**config.mk**
```make
export PLATFORM = sky130hd
export DESIGN_NAME = hci_irq_ctrl
export DESIGN_NICKNAME = d
export VERILOG_FILES = /design/src/rtl/hci_irq_pkg.sv /design/src/rtl/hci_irq_enable.sv /design/src/rtl/hci_irq_status.sv /design/src/rtl/hci_ovr_counter.sv /design/src/rtl/hci_irq_ctrl.sv
export SDC_FILE = /design/constraint.sdc
export NUM_CORES = 1
export LEC_CHECK = 0
export CAP_MARGIN = 20
export CELL_PAD_IN_SITES_DETAIL_PLACEMENT = 0
export CELL_PAD_IN_SITES_GLOBAL_PLACEMENT = 1
export CORE_ASPECT_RATIO = 0.7
export CORE_MARGIN = 2
export CORE_UTILIZATION = 26
export CTS_CLUSTER_DIAMETER = 100
export DETAILED_ROUTE_END_ITERATION = 10
export PLACE_DENSITY = 0.95
export SYNTH_ARGS = -nofsm -noshare
export SYNTH_HDL_FRONTEND = slang
export SYNTH_SLANG_ARGS = --single-unit
```
**constraint.sdc**
```tcl
create_clock -name clk_i -period 2.6 [get_ports clk_i]
set_input_delay 0.26 -clock clk_i [delete_from_list [all_inputs] [get_ports clk_i]]
set_output_delay 0.26 -clock clk_i [all_outputs]
set_load 0.01 [all_outputs]
```
**src/rtl/hci_irq_pkg.sv**
```systemverilog
package hci_irq_pkg;
  localparam int ADDR_W = 12;
  localparam int DATA_W = 32;
  localparam int N_SRC  = 7;
  localparam int CNT_W  = 2;

  localparam logic [ADDR_W-1:0] OFS_COUNT  = 12'h408;
  localparam logic [ADDR_W-1:0] OFS_STATUS = 12'h40C;
  localparam logic [ADDR_W-1:0] OFS_EN_SET = 12'h410;
  localparam logic [ADDR_W-1:0] OFS_EN_CLR = 12'h414;

  typedef enum int {
    SRC_SCHED_OVR = 0,
    SRC_WB_DONE   = 1,
    SRC_SOF       = 2,
    SRC_RESUME    = 3,
    SRC_UNRECOV   = 4,
    SRC_FN_OVF    = 5,
    SRC_HUB_CHG   = 6
  } src_idx_e;
endpackage

```
**src/rtl/hci_irq_enable.sv**
```systemverilog
module hci_irq_enable #(
  parameter int N_SRC = 7
) (
  input  logic             clk_i,
  input  logic             rst_ni,
  input  logic             set_hit_i,
  input  logic             clr_hit_i,
  input  logic [N_SRC-1:0] wsrc_i,
  input  logic             wmaster_i,
  output logic [N_SRC-1:0] en_o,
  output logic             master_o
);
  logic [N_SRC-1:0] en_q;
  logic             master_q;

  always_ff @(posedge clk_i or negedge rst_ni) begin
    if (!rst_ni) begin
      en_q     <= '0;
      master_q <= 1'b0;
    end else if (set_hit_i) begin
      en_q     <= en_q | wsrc_i;
      master_q <= master_q | wmaster_i;
    end else if (clr_hit_i) begin
      en_q     <= en_q & ~wsrc_i;
      master_q <= master_q & ~wmaster_i;
    end
  end

  assign en_o     = en_q;
  assign master_o = master_q;

  // ones written at the set address are set afterwards
  a_r2_set_ones: assert property (@(posedge clk_i) disable iff (!rst_ni)
    set_hit_i |=> ((en_q & $past(wsrc_i)) == $past(wsrc_i)) && (master_q || !$past(wmaster_i)));
  // zeros written at the set address leave bits untouched
  a_r2_zero_keeps: assert property (@(posedge clk_i) disable iff (!rst_ni)
    set_hit_i |=> ((en_q & ~$past(wsrc_i)) == ($past(en_q) & ~$past(wsrc_i))));
  // ones written at the clear address are cleared afterwards
  a_r3_clr_ones: assert property (@(posedge clk_i) disable iff (!rst_ni)
    clr_hit_i |=> ((en_q & $past(wsrc_i)) == '0) && !(master_q && $past(wmaster_i)));
  // nothing changes without a hit
  a_r2_hold: assert property (@(posedge clk_i) disable iff (!rst_ni)
    !set_hit_i && !clr_hit_i |=> $stable(en_q) && $stable(master_q));
endmodule

```
**src/rtl/hci_irq_status.sv**
```systemverilog
module hci_irq_status #(
  parameter int N_SRC = 7
) (
  input  logic             clk_i,
  input  logic             rst_ni,
  input  logic [N_SRC-1:0] evt_i,
  input  logic             clr_hit_i,
  input  logic [N_SRC-1:0] wclr_i,
  output logic [N_SRC-1:0] sts_o
);
  logic [N_SRC-1:0] sts_q;
  logic [N_SRC-1:0] clr_mask;

  assign clr_mask = clr_hit_i ? wclr_i : '0;

  always_ff @(posedge clk_i or negedge rst_ni) begin
    if (!rst_ni) sts_q <= '0;
    else         sts_q <= (sts_q & ~clr_mask) | evt_i;
  end

  assign sts_o = sts_q;

  // an event always lands, even against a clear
  a_r6_event_wins: assert property (@(posedge clk_i) disable iff (!rst_ni)
    (evt_i != '0) |=> ((sts_q & $past(evt_i)) == $past(evt_i)));
  // status bits are sticky without a clear
  a_r5_sticky: assert property (@(posedge clk_i) disable iff (!rst_ni)
    !clr_hit_i |=> ((sts_q & $past(sts_q)) == $past(sts_q)));
  // a cleared bit without an event reads back zero
  a_r6_w1c: assert property (@(posedge clk_i) disable iff (!rst_ni)
    clr_hit_i |=> ((sts_q & $past(wclr_i) & ~$past(evt_i)) == '0));
endmodule

```
**src/rtl/hci_ovr_counter.sv**
```systemverilog
module hci_ovr_counter #(
  parameter int CNT_W = 2
) (
  input  logic             clk_i,
  input  logic             rst_ni,
  input  logic             inc_i,
  output logic [CNT_W-1:0] cnt_o
);
  logic [CNT_W-1:0] cnt_q;

  always_ff @(posedge clk_i or negedge rst_ni) begin
    if (!rst_ni)    cnt_q <= '0;
    else if (inc_i) cnt_q <= cnt_q + 1'b1;
  end

  assign cnt_o = cnt_q;

  // the count advances by one per pulse and wraps naturally
  a_r7_step_wrap: assert property (@(posedge clk_i) disable iff (!rst_ni)
    inc_i |=> (cnt_q == CNT_W'($past(cnt_q) + 1)));
  // the count is still without a pulse
  a_r7_hold: assert property (@(posedge clk_i) disable iff (!rst_ni)
    !inc_i |=> $stable(cnt_q));
endmodule

```
**src/rtl/hci_irq_ctrl.sv**
```systemverilog
module hci_irq_ctrl
  import hci_irq_pkg::*;
#(
  parameter int AW   = ADDR_W,
  parameter int DW   = DATA_W,
  parameter int NS   = N_SRC,
  parameter int CW   = CNT_W
) (
  input  logic          clk_i,
  input  logic          rst_ni,
  input  logic [AW-1:0] addr_i,
  input  logic [DW-1:0] wdata_i,
  input  logic          wr_i,
  output logic [DW-1:0] rdata_o,
  input  logic [NS-1:0] evt_i,
  output logic          irq_o
);
  localparam int MASTER_BIT = DW - 1;

  logic          set_hit, clr_hit, sts_hit;
  logic [NS-1:0] en, sts;
  logic          master;
  logic [CW-1:0] ovr_cnt;
  logic          unused_wdata;

  assign set_hit = wr_i && (addr_i == AW'(OFS_EN_SET));
  assign clr_hit = wr_i && (addr_i == AW'(OFS_EN_CLR));
  assign sts_hit = wr_i && (addr_i == AW'(OFS_STATUS));
  assign unused_wdata = ^wdata_i[MASTER_BIT-1:NS];

  hci_irq_enable #(.N_SRC(NS)) u_enable (
    .clk_i     (clk_i),
    .rst_ni    (rst_ni),
    .set_hit_i (set_hit),
    .clr_hit_i (clr_hit),
    .wsrc_i    (wdata_i[NS-1:0]),
    .wmaster_i (wdata_i[MASTER_BIT]),
    .en_o      (en),
    .master_o  (master)
  );

  hci_irq_status #(.N_SRC(NS)) u_status (
    .clk_i     (clk_i),
    .rst_ni    (rst_ni),
    .evt_i     (evt_i),
    .clr_hit_i (sts_hit),
    .wclr_i    (wdata_i[NS-1:0]),
    .sts_o     (sts)
  );

  hci_ovr_counter #(.CNT_W(CW)) u_ovr_cnt (
    .clk_i  (clk_i),
    .rst_ni (rst_ni),
    .inc_i  (evt_i[SRC_SCHED_OVR]),
    .cnt_o  (ovr_cnt)
  );

  always_comb begin
    rdata_o = '0;
    if (addr_i == AW'(OFS_EN_SET) || addr_i == AW'(OFS_EN_CLR)) begin
      rdata_o[NS-1:0]     = en;
      rdata_o[MASTER_BIT] = master;
    end else if (addr_i == AW'(OFS_STATUS)) begin
      rdata_o[NS-1:0] = sts;
    end else if (addr_i == AW'(OFS_COUNT)) begin
      rdata_o[CW-1:0] = ovr_cnt;
    end
  end

  assign irq_o = master && ((sts & en) != '0);

  // no interrupt without the master enable
  a_r8_master_gate: assert property (@(posedge clk_i) disable iff (!rst_ni)
    !master |-> !irq_o);
  // an interrupt always has a pending status bit behind it
  a_r8_needs_status: assert property (@(posedge clk_i) disable iff (!rst_ni)
    irq_o |-> (sts != '0));
  // reserved enable bits read zero
  a_r4_reserved_zero: assert property (@(posedge clk_i) disable iff (!rst_ni)
    (addr_i == AW'(OFS_EN_SET)) |-> (rdata_o[MASTER_BIT-1:NS] == '0));
endmodule

```
After elaboration in Yosys (flattened, before gate mapping):

Cells that the tools add are included.

* register bits after elaboration: 17
* latch bits: 0
* memory bits (writable): 0
* bits in read-only memories: 0
* output and inout port bits: 33
* word-level logic and storage cells: 36
* memories: 0

* $add $sub $neg: 1
* multiply operators: 0
* div/mod/pow operators: 0
* order comparisons: 0
* eq/ne operators: 4
* shifts and indexed selects: 0
* mux-type cells: 10
* bitwise gates (word level): 10
* reductions and logical operators: 7

Operators by type and width (number)
* 12-bit by 11-bit == test with 1-bit output, second input constant: 4
* 7-bit two-way mux: 4
* 7-bit AND: 3
* 7-bit NOT: 2
* 7-bit bitwise OR: 2
* 7-bit nonzero test: 1
* 5-bit two-way mux: 1
* 1-bit logical AND: 4
* 2-bit two-way mux: 2
* 1-bit two-way mux: 3
* 2-bit by 1-bit adder with 2-bit output, second input constant: 1
* 2-bit nonzero test: 1
* 1-bit AND: 1
* 1-bit logical OR: 1
* 1-bit NOT: 1
* 1-bit bitwise OR: 1

Longest topological paths before layout:

Gate-level depths: netlist (run 1).

* depth in word-level cells: 6
* depth in mapped cells: 5

Cells and area by module:

Synthesis (run 1) repeated with hierarchy kept, for this count alone.

* cell total of the unflattened synthesis: 115
* area total of the unflattened synthesis: 1072.3 um^2

Modules (own cells, without submodules)
* hci_irq_ctrl: times used 1, cells each 63, area each 434.2 um^2, seq. area each 0.0 um^2
* hci_irq_enable: times used 1, cells each 26, area each 312.8 um^2, seq. area each 200.2 um^2
* hci_irq_status: times used 1, cells each 21, area each 254.0 um^2, seq. area each 175.2 um^2
* hci_ovr_counter: times used 1, cells each 5, area each 71.3 um^2, seq. area each 50.0 um^2

Worst setup path after synthesis (run 1):

No wires, ideal clock.

* path type: input to output
* start point: in addr_i[9]
* end point: out rdata_o[0]
* arrival time: 1234 ps
* path slack: 1106 ps
* cell stages on the path: 3
* buffers on the path: 0
* path through: nor4b_4 -> nand3_2 -> nor2_1

* cells in the longest elaborated chain, start to end: 4

Ends and longest elaborated chain
* start: declaration: line hci_irq_ctrl.sv:11 `input logic [AW-1:0] addr_i,`
* 12-bit by 11-bit == test with 1-bit output: line hci_irq_ctrl.sv:65 `end else if (addr_i == AW'(OFS_COUNT)) begin`
* 2-bit two-way mux: line hci_irq_ctrl.sv:65
* 2-bit two-way mux: line hci_irq_ctrl.sv:63 `end else if (addr_i == AW'(OFS_STATUS)) begin`
* 7-bit two-way mux *: line hci_irq_ctrl.sv:60 `if (addr_i == AW'(OFS_EN_SET) || addr_i == AW'(OFS_EN_CLR)) begin`
* end: declaration: line hci_irq_ctrl.sv:14 `output logic [DW-1:0] rdata_o,`

Every way passes the cells marked *; elsewhere a longest branch is shown, timed or not.

Final worst setup path (run 1):

* start point: in addr_i[2]
* end point: out rdata_o[4]

* cells in the longest elaborated chain, start to end: 3

Ends and longest elaborated chain (line)
* 12-bit by 11-bit == test with 1-bit output (on tied branches): hci_irq_ctrl.sv:63, hci_irq_ctrl.sv:60
* 5-bit two-way mux or 1-bit logical OR (tied branches): hci_irq_ctrl.sv:63, hci_irq_ctrl.sv:60
* 7-bit two-way mux *: hci_irq_ctrl.sv:60

Marked as above.

==> impl_metrics.yaml, run 1 <==
status:
  run_status: "finished, final reports clean"
pwr:
  power_total_mw: 0.639
  cellPowerDensity_nw_per_um2: 381
  irDropWorstVdd_mv: 0.276
  total_leakage_power_nw: 0.744
place:
  dp_hpwl_mm: 2.59
  gp_congestion: 0.878
  port_buffers: 38
  postPlaceCellArea_um2: 1630
route:
  drc: 0
  drt_first_iter_violations: 90
  detail_route.wirelength_mm: 3.24
  routed_via_density: 4.84
  via_count: 1089
  antenna_violating_nets_post_route: 0
  drt_pass1_iterations: 4
  post_drt_wl_per_cell_um: 14.4
cts:
  numCtsBuffers: 3
  cts_root_buffer: "clkbuf_8"
  tritoncts: "built"
  clk_pin_slew_ps: 70
  clock-sinks: 17
  cts_setup_buffers: 0
  cts-root-to-sink-buffers: 2
  ctsHtreeMaxLevel: 1
  insertion_delay_ps: 250
  holdBufCountCts: 0
  cts-resized-gates: 0
cells_and_area:
  antennaDiodeCount: 0
  net_count_of_the_finished_layout: 225
  areaGrowthSynthToFinish_pct: 35.4
  stdcell_area_um2: 1680
  final_cell_utilization_of_the_core_pct: 37.6
  drive_above_1_share_pct: 10.0
setup_path:
  worst-path-buf-inv: 2
  crit_path_max_fanout: 7
  slowest_stage: "clkdlybuf4s50_1"
  end_kind: "primary output"
  r2r-start: "u_status.sts_o[5]"
  critPathKind: "primary input to primary output"
  regToRegEndpoint: "u_status.sts_o[5]"
  worst-r2r-cell-count: 1
  cpLargestDelayFamily: "buffers and inverters"
  worstPathCellList: "clkdlybuf4s50_1 > and3b_1 > a22oi_1 > nor2_1 > clkdlybuf4s50_1"
  max_stage_delay_ps: 630
  cp.required_ps: 2340
  crit_arrival_ps: 2100
  cp_common_cell: "clkdlybuf4s50_1"
  cp_launch_type: "primary input"
  worst-r2r-setup-slack_ps: 1840
  worstSetupPathDepth: 5
global_routing:
  maximum_number_of_pins_on_one_net_before_global_route_repair: 18
  grt.total_usage_pct: 12.8
  number_of_antenna_violations_at_the_first_check_in_global_routing: 0
  grt_pass1_vias: 1033
  grt_first_pass_wirelength_mm: 5.12
  gr-total-overflow: 0
timing:
  hold_violations: 0
  worstMarginPinSlew_ps: 790
  slew_viol_final: 0
  setup-tns-final_ps: 0
  worst_clock_skew_ps: 0.137
  setup_repair_after_global_routing_missed_its_margin: "no"
  worst_hold_slack_ps: 465
  final_period_minus_worst_setup_slack_ps: 2360
  finish_stage_setup_viols: 0
  fmax_mhz: 424
  maxSlewHeadroom_pct: 47.2
  final_clock_period_utilization_by_the_worst_path_pct: 90.8
synthesis:
  synthCells: 127
  syn_area_per_cell_um2: 9.74
  synth_seq_cells: 17
  ys_warn_count: 0
  synth.cell_area_um2: 1240
  yosysUniqueCellTypes: 24
  synth-seq-area-share_pct: 34.4
floorplan:
  placementRows: 20
  floorplan.io_pins: 87
  floorplan.die_area_um2: 5340
  die_w_um: 86.5
  die_height_um: 61.7
  core_area_um2: 4450
  initial_utilization_pct: 27.8
hold_path:
  min-delay-path-class: "primary input to async pin"
flow_run:
  cap_violations: 0
## cell usage after synthesis
cell	number	area share (%)
a31oi_1	1	0.51
nor2_1	9	2.7
clkbuf_1	6	1.8
nand3_2	1	0.81
nor2b_1	2	1.0
inv_1	8	2.4
buf_4	24	15
xor2_1	1	0.71
a222oi_1	1	0.81
nand3b_1	7	4.2
xnor2_1	1	0.71
dfrtp_1	17	34
nand4_4	1	1.7
mux2i_1	8	6.5
and4b_1	8	6.5
nand4_1	8	4.0
and3b_1	1	0.71
nor4b_4	1	1.9
conb_1	1	0.30
nand2_1	2	0.61
o22a_1	7	5.0
nor3_2	1	0.81
a22oi_1	9	5.5
mux2_2	2	1.8
## cell usage in the layout (no fill, tap or decap), drive strengths merged, types with 2 or more instances in the layout
master          n
buf             8
a22oi           9
inv             8
nand4           9
dfrtp          17
clkbuf          4
nor2b           2
clkdlybuf4s50  38
o22a            7
and4b           8
mux2            2
nand2           2
nor2            9
conb           24
mux2i           8
nand3b          7
## final cells by class
type / count / area [um^2]
Fill cell: 463 / 2780
Multi-Input combinational cell: 95 / 666
Timing Repair Buffer: 46 / 440
Sequential cell: 17 / 425
Tap cell: 55 / 68.8
Clock buffer: 4 / 45.0
Inverter: 8 / 30.0
## logic make-up after synthesis
family	after synthesis	synth area share [%]
other	1	0.303
xor gates and xnor gates	2	1.42
AOI/OAI and AO/OA	18	11.7
muxes	10	8.29
DFF	17	34.4
buffers and inverters	38	18.8
and+or+nand+nor	41	25.1
## power by group
group | total, mW | leakage [nW] | internal, mW | switching, mW
Combinational | 0.148 | 0.566 | 0.0789 | 0.0688
Sequential | 0.294 | 0.155 | 0.282 | 0.0124
Clock | 0.197 | 0.0228 | 0.109 | 0.0885
Total | 0.639 | 0.744 | 0.469 | 0.170
## worst max path at each step
stage | start | endpoint | slack, ps
2_1_floorplan | addr_i[9] | rdata_o[0] | 1110
3_5_place_dp | addr_i[2] | rdata_o[5] | 230
3_3_place_gp | addr_i[2] | rdata_o[6] | 270
4_1_cts | addr_i[2] | rdata_o[5] | 240
5_1_grt | addr_i[2] | rdata_o[5] | 130
6_report | addr_i[2] | rdata_o[4] | 240
## routing by layer
layer  track usage, %  routed length (um)
met2             21.5                1530
met4             4.02                  34
met1             16.4                1360
met3             3.57                 320
met5                0                   0
## through the flow
step / cells / setup slack, ps
floorplan: 150 / 1110
global placement: 221 / 269
detailed placement: 221 / 233
CTS: 225 / 236
global route: 225 / 133
finish: 225 / 240
(Power assumes the default switching activity.)
==> inputs of run 2 (changes only) <==
--- a/config.mk
+++ b/config.mk
@@ -12,6 +12,7 @@
 export CORE_MARGIN = 2
 export CORE_UTILIZATION = 26
 export CTS_CLUSTER_DIAMETER = 100
+export CTS_CLUSTER_SIZE = 12
 export DETAILED_ROUTE_END_ITERATION = 10
 export PLACE_DENSITY = 0.95
 export SYNTH_ARGS = -nofsm -noshare
==> constraint.sdc (replaced) <==
create_clock -name clk_i -period 2.6 [get_ports clk_i]
set_input_delay 0.52 -clock clk_i [delete_from_list [all_inputs] [get_ports clk_i]]
set_output_delay 0.52 -clock clk_i [all_outputs]
set_load 0.01 [all_outputs]
==> run 2 against run 1 <==
  * Final cell count up 4.9%
  * Worst setup slack lost 110 ps
  * Critical path type unchanged
  * Combinational power increased by 4%
  * Clock skew barely moved
  * Highest routed layer unchanged
==> impl_metrics.yaml, run 2 (same netlist as run 1, synthesis figures left out) <==
cells_and_area:
  instances_no_fill: 236
  drive_above_1_share_pct: 17.7
  antennaDiodeCount: 0
  areaGrowthSynthToFinish_pct: 41.8
  net_count_of_the_finished_layout: 236
  layout.cells.most_common_list: "clkdlybuf4s50_1 (27), conb_1 (24), buf_4 (19), dfrtp_1 (17)"
  final_cell_utilization_of_the_core_pct: 39.4
  final_common_cell: "clkdlybuf4s50_1"
route:
  via_count: 1096
  drc: 0
  routed_via_density: 4.64
  antenna_violating_nets_post_route: 0
  detail_route.wirelength_mm: 3.32
  drt_first_iter_violations: 67
  drt_pass1_iterations: 4
  post_drt_wl_per_cell_um: 14.1
timing:
  fmax_mhz: 404
  slew_viol_final: 0
  final_clock_period_utilization_by_the_worst_path_pct: 95.1
  setup_repair_after_global_routing_missed_its_margin: "no"
  maxSlewHeadroom_pct: 47.0
  worstMarginPinSlew_ps: 793
  setup-tns-final_ps: 0
  worst_clock_skew_ps: 0.121
  finish_stage_setup_viols: 0
  hold_violations: 0
  final_period_minus_worst_setup_slack_ps: 2470
floorplan:
  core_area_um2: 4450
  floorplan.die_area_um2: 5340
  floorplan.io_pins: 87
  placementRows: 20
  die_w_um: 86.5
  die_height_um: 61.7
  initial_utilization_pct: 27.8
cts:
  clock-sinks: 17
  cts-root-to-sink-buffers: 2
  insertion_delay_ps: 250
  clk_pin_slew_ps: 70
  ctsHtreeMaxLevel: 1
  holdBufCountCts: 0
  tritoncts: "built"
  numCtsBuffers: 3
  cts_root_buffer: "clkbuf_8"
global_routing:
  grt.total_usage_pct: 12.9
  number_of_antenna_violations_at_the_first_check_in_global_routing: 0
  grt_first_pass_wirelength_mm: 5.23
  gr-total-overflow: 0
  grt_pass1_vias: 1095
  maximum_number_of_pins_on_one_net_before_global_route_repair: 18
setup_path:
  cp.required_ps: 2080
  cp_launch_type: "primary input"
  max_stage_delay_ps: 440
  crit_arrival_ps: 1950
  end_kind: "primary output"
  worstPathCellList: "clkdlybuf4s50_1 > nor4b_4 > nand3_4 > buf_4 > nor2_1 > dlygate4sd2_1"
  worst-path-buf-inv: 3
  critPathKind: "primary input to primary output"
  cpLargestDelayFamily: "buffers and inverters"
  crit_path_max_fanout: 6
  slowest_stage: "clkdlybuf4s50_1"
flow_run:
  cap_violations: 0
pwr:
  sequentialPowerShare_pct: 45.7
  combPwrFrac_pct: 23.9
  total_switching_power_mw: 0.170
  cellPowerDensity_nw_per_um2: 367
  internal_power_mw: 0.474
  switching_share_pct: 26.4
  total_leakage_power_nw: 0.848
  power.clock.fraction_pct: 30.4
  irDropWorstVdd_mv: 0.261
hold_path:
  min-delay-path-class: "flop to flop"
place:
  dp_hpwl_mm: 2.63
  gp_congestion: 0.847
  port_buffers: 38
  place_inst: 226
status:
  run_status: "finished, final reports clean"
[run 2: cell count changes in the layout (fill, tap and decap cells not counted), moves of 3 or more]
| cell | delta |
|---|---|
| dlymetal6s2s_1 | +3 |
| dlygate4sd2_1 | +4 |
| buf_4 | +11 |
| buf_2 | +3 |
| clkdlybuf4s50_1 | -11 |
[run 2: final timing paths]
path	slack, ps	startpoint	endpoint	cells past startpoint
worst max-delay path	130	addr_i[9]	rdata_o[6]	6
worst min-delay path	470	u_ovr_cnt.cnt_o[1]	u_ovr_cnt.cnt_o[1]	1
worst max register to register	1840	u_status.sts_o[4]	u_status.sts_o[4]	1
worst min register to register	470	u_ovr_cnt.cnt_o[1]	u_ovr_cnt.cnt_o[1]	1
max in group asynchronous	1380	rst_ni	async pin	1
min in group asynchronous	730	rst_ni	u_status.sts_o[4]	1
[run 2: per-layer routing]
| metal | vias to the layer above | global-route usage (%) | part of all wire (%) |
|---|---|---|---|
| met5 | - | 0 | 0 |
| met4 | 0 | 2.01 | 0.33 |
| met3 | 2 | 3.43 | 11 |
| met2 | 60 | 22.1 | 49 |
| met1 | 510 | 17.2 | 39 |
| li1 | 524 | - | - |
[run 2: cell type report]
class                   count  area [um^2]
fillers                   458         2700
multi-input cells          95          674
repair buffers             57          510
flip-flops and latches     17          425
well taps                  55         68.8
clock buffers               4         45.0
inverters                   8         30.0
[run 2: metrics by stage]
stage                     instance area (um^2)  worst slack, ps  hold WS (ps)  power, mW
after floorplan                           1320              586           224      0.397
after global placement                    1670             -217           460      0.448
after detailed placement                  1670             -244           462      0.451
after CTS                                 1740             18.2           476      0.650
after global routing                      1750             37.8           495      0.678
final                                     1750              126           470      0.643
[run 2: repair_timing]
| item | in CTS | in global routing |
|---|---|---|
| gates resized for setup | 19 | 4 |
| pin swaps | 0 | 2 |
| setup buffers | 5 | 1 |
| endpoints found under the setup margin | 8 | 5 |
[run 2: power by group through the flow]
stage | clock [mW] | combinational (mW) | sequential, mW
6_report | 0.196 | 0.154 | 0.294
5_1_grt | 0.212 | 0.169 | 0.297
4_1_cts | 0.202 | 0.154 | 0.294
3_5_place_dp | 0 | 0.151 | 0.299
3_3_place_gp | 0 | 0.149 | 0.299
2_1_floorplan | 0 | 0.100 | 0.297
==> inputs of run 3 (changes only) <==
--- a/config.mk
+++ b/config.mk
@@ -10,11 +10,12 @@
 export CELL_PAD_IN_SITES_GLOBAL_PLACEMENT = 1
 export CORE_ASPECT_RATIO = 0.7
 export CORE_MARGIN = 2
-export CORE_UTILIZATION = 26
+export CORE_UTILIZATION = 24
 export CTS_CLUSTER_DIAMETER = 100
 export CTS_CLUSTER_SIZE = 12
 export DETAILED_ROUTE_END_ITERATION = 10
-export PLACE_DENSITY = 0.95
+export GPL_ROUTABILITY_DRIVEN = 0
+export PLACE_DENSITY = 0.9
 export SYNTH_ARGS = -nofsm -noshare
 export SYNTH_HDL_FRONTEND = slang
 export SYNTH_SLANG_ARGS = --single-unit
==> constraint.sdc (replaced) <==
create_clock -name clk_i -period 2.34 [get_ports clk_i]
set_input_delay 0.468 -clock clk_i [delete_from_list [all_inputs] [get_ports clk_i]]
set_output_delay 0.468 -clock clk_i [all_outputs]
set_load 0.01 [all_outputs]
==> run 3 against run 2 <==
  * Critical path depth down 1
  * Via count is 4.7% lower
  * Global-route usage down 0.53 points
  * Total power up 12%
  * Cell area fell by 0.71%
  * Combinational power up 9%
  * Hold slack improved by 8.5 ps
==> impl_metrics.yaml, run 3 (same netlist as run 1, synthesis figures left out) <==
status:
  run_status: "finished, final reports clean"
floorplan:
  die_height_um: 64.1
  floorplan.io_pins: 87
  die_w_um: 89.8
  initial_utilization_pct: 25.5
  floorplan.die_area_um2: 5760
  placementRows: 21
  core_area_um2: 4860
hold_path:
  min-delay-path-class: "flop to flop"
cts:
  clock-sinks: 17
  clk_pin_slew_ps: 70
  cts_root_buffer: "clkbuf_8"
  insertion_delay_ps: 260
  cts-root-to-sink-buffers: 2
  ctsHtreeMaxLevel: 1
  numCtsBuffers: 3
  tritoncts: "built"
  holdBufCountCts: 0
route:
  drc: 0
  routed_via_density: 4.27
  drt_pass1_iterations: 7
  drt_first_iter_violations: 71
  via_count: 1045
  post_drt_wl_per_cell_um: 13.7
  detail_route.wirelength_mm: 3.35
  antenna_violating_nets_post_route: 0
timing:
  final_period_minus_worst_setup_slack_ps: 2250
  finish_stage_setup_viols: 0
  setup_repair_after_global_routing_missed_its_margin: "yes"
  worst_hold_slack_ps: 479
  fmax_mhz: 444
  hold_violations: 0
  worst_clock_skew_ps: 0.427
  slew_viol_final: 0
  final_clock_period_utilization_by_the_worst_path_pct: 96.3
setup_path:
  end_kind: "primary output"
  cp.required_ps: 1870
  critPathKind: "primary input to primary output"
  crit_arrival_ps: 1790
  cp_launch_type: "primary input"
  crit_path_max_fanout: 6
cells_and_area:
  final_cell_utilization_of_the_core_pct: 35.8
  drive_above_1_share_pct: 16.5
  num-fill-cells: 498
  final_common_cell: "clkdlybuf4s50_1"
  antennaDiodeCount: 0
  areaGrowthSynthToFinish_pct: 40.7
  layout.cells.most_common_list: "clkdlybuf4s50_1 (26), conb_1 (24), dfrtp_1 (17), buf_4 (14), dlygate4sd2_1 (10)"
  net_count_of_the_finished_layout: 231
global_routing:
  maximum_number_of_pins_on_one_net_before_global_route_repair: 18
  grt_first_pass_wirelength_mm: 5.51
  groute.layer.met2.usage_pct: 16.5
  grt_pass1_vias: 987
  gr-max-usage-layer: "met1"
  gr-usage-met3_pct: 3.66
  grt.total_usage_pct: 12.4
  gr-total-overflow: 0
  number_of_antenna_violations_at_the_first_check_in_global_routing: 0
  groute.layer.met1.usage_pct: 18.3
place:
  dp_hpwl_mm: 2.59
  port_buffers: 38
pwr:
  cellPowerDensity_nw_per_um2: 414
  total_leakage_power_nw: 0.817
  irDropWorstVdd_mv: 0.196
flow_run:
  cap_violations: 0
==> run 3: final timing paths <==
path	startpoint	end	slack (ps)	cells after the start
max	addr_i[4]	rdata_o[5]	90	5
min	u_ovr_cnt.cnt_o[1]	u_ovr_cnt.cnt_o[1]	480	1
max reg2reg	u_status.sts_o[6]	u_status.sts_o[6]	1550	1
min reg2reg	u_ovr_cnt.cnt_o[1]	u_ovr_cnt.cnt_o[1]	480	1
max in group asynchronous	rst_ni	u_status.sts_o[0]	1610	2
min in group asynchronous	rst_ni	async pin	530	2
==> run 3: repair_timing <==
action | in CTS | in global routing
gates resized for setup | 21 | 4
pin swaps | 4 | 1
endpoints found under the setup margin | 8 | 6
buffers inserted | 3 | 1
==> run 3: where the power goes <==
group / total, mW / internal (mW) / switching, mW
clock network: 0.226 / 0.119 / 0.108
registers: 0.328 / 0.313 / 0.0148
logic: 0.168 / 0.0894 / 0.0783
total: 0.722 / 0.521 / 0.201
==> run 3: worst max-delay path, cell delays in order <==
cell and delay (ps):
clkdlybuf4s50_1 480, and3b_2 260, a22oi_1 220, nor2_1 70
dlygate4sd2_1 280
==> run 3: through the flow <==
stage	TNS [ps]	setup WS (ps)	area (um^2)	std cells	power, mW
2_1_floorplan	0	430	1320	150	0.441
3_3_place_gp	-2520	-329	1670	238	0.493
3_5_place_dp	-2580	-343	1670	238	0.497
4_1_cts	0	0.310	1730	245	0.727
5_1_grt	-19.9	-14.9	1740	245	0.769
6_report	0	85.7	1740	245	0.722
==> run 3: layout make-up <==
type,instances,area [um^2],share of cell area (%)
Sequential cell,17,425,24.4
Timing Repair Buffer,52,469,26.9
Multi-Input combinational cell,95,684,39.3
Clock buffer,3,41.3,2.37
Inverter,8,30.0,1.72
Clock inverter,1,5.00,0.287
Tap cell,69,86.3,4.96
==> run 3: per-layer routing <==
| layer | up-vias | routed length [um] |
|---|---|---|
| met5 | - | 0 |
| met4 | 0 | 53 |
| met3 | 5 | 305 |
| met2 | 49 | 1370 |
| met1 | 474 | 1620 |
| li1 | 517 | - |
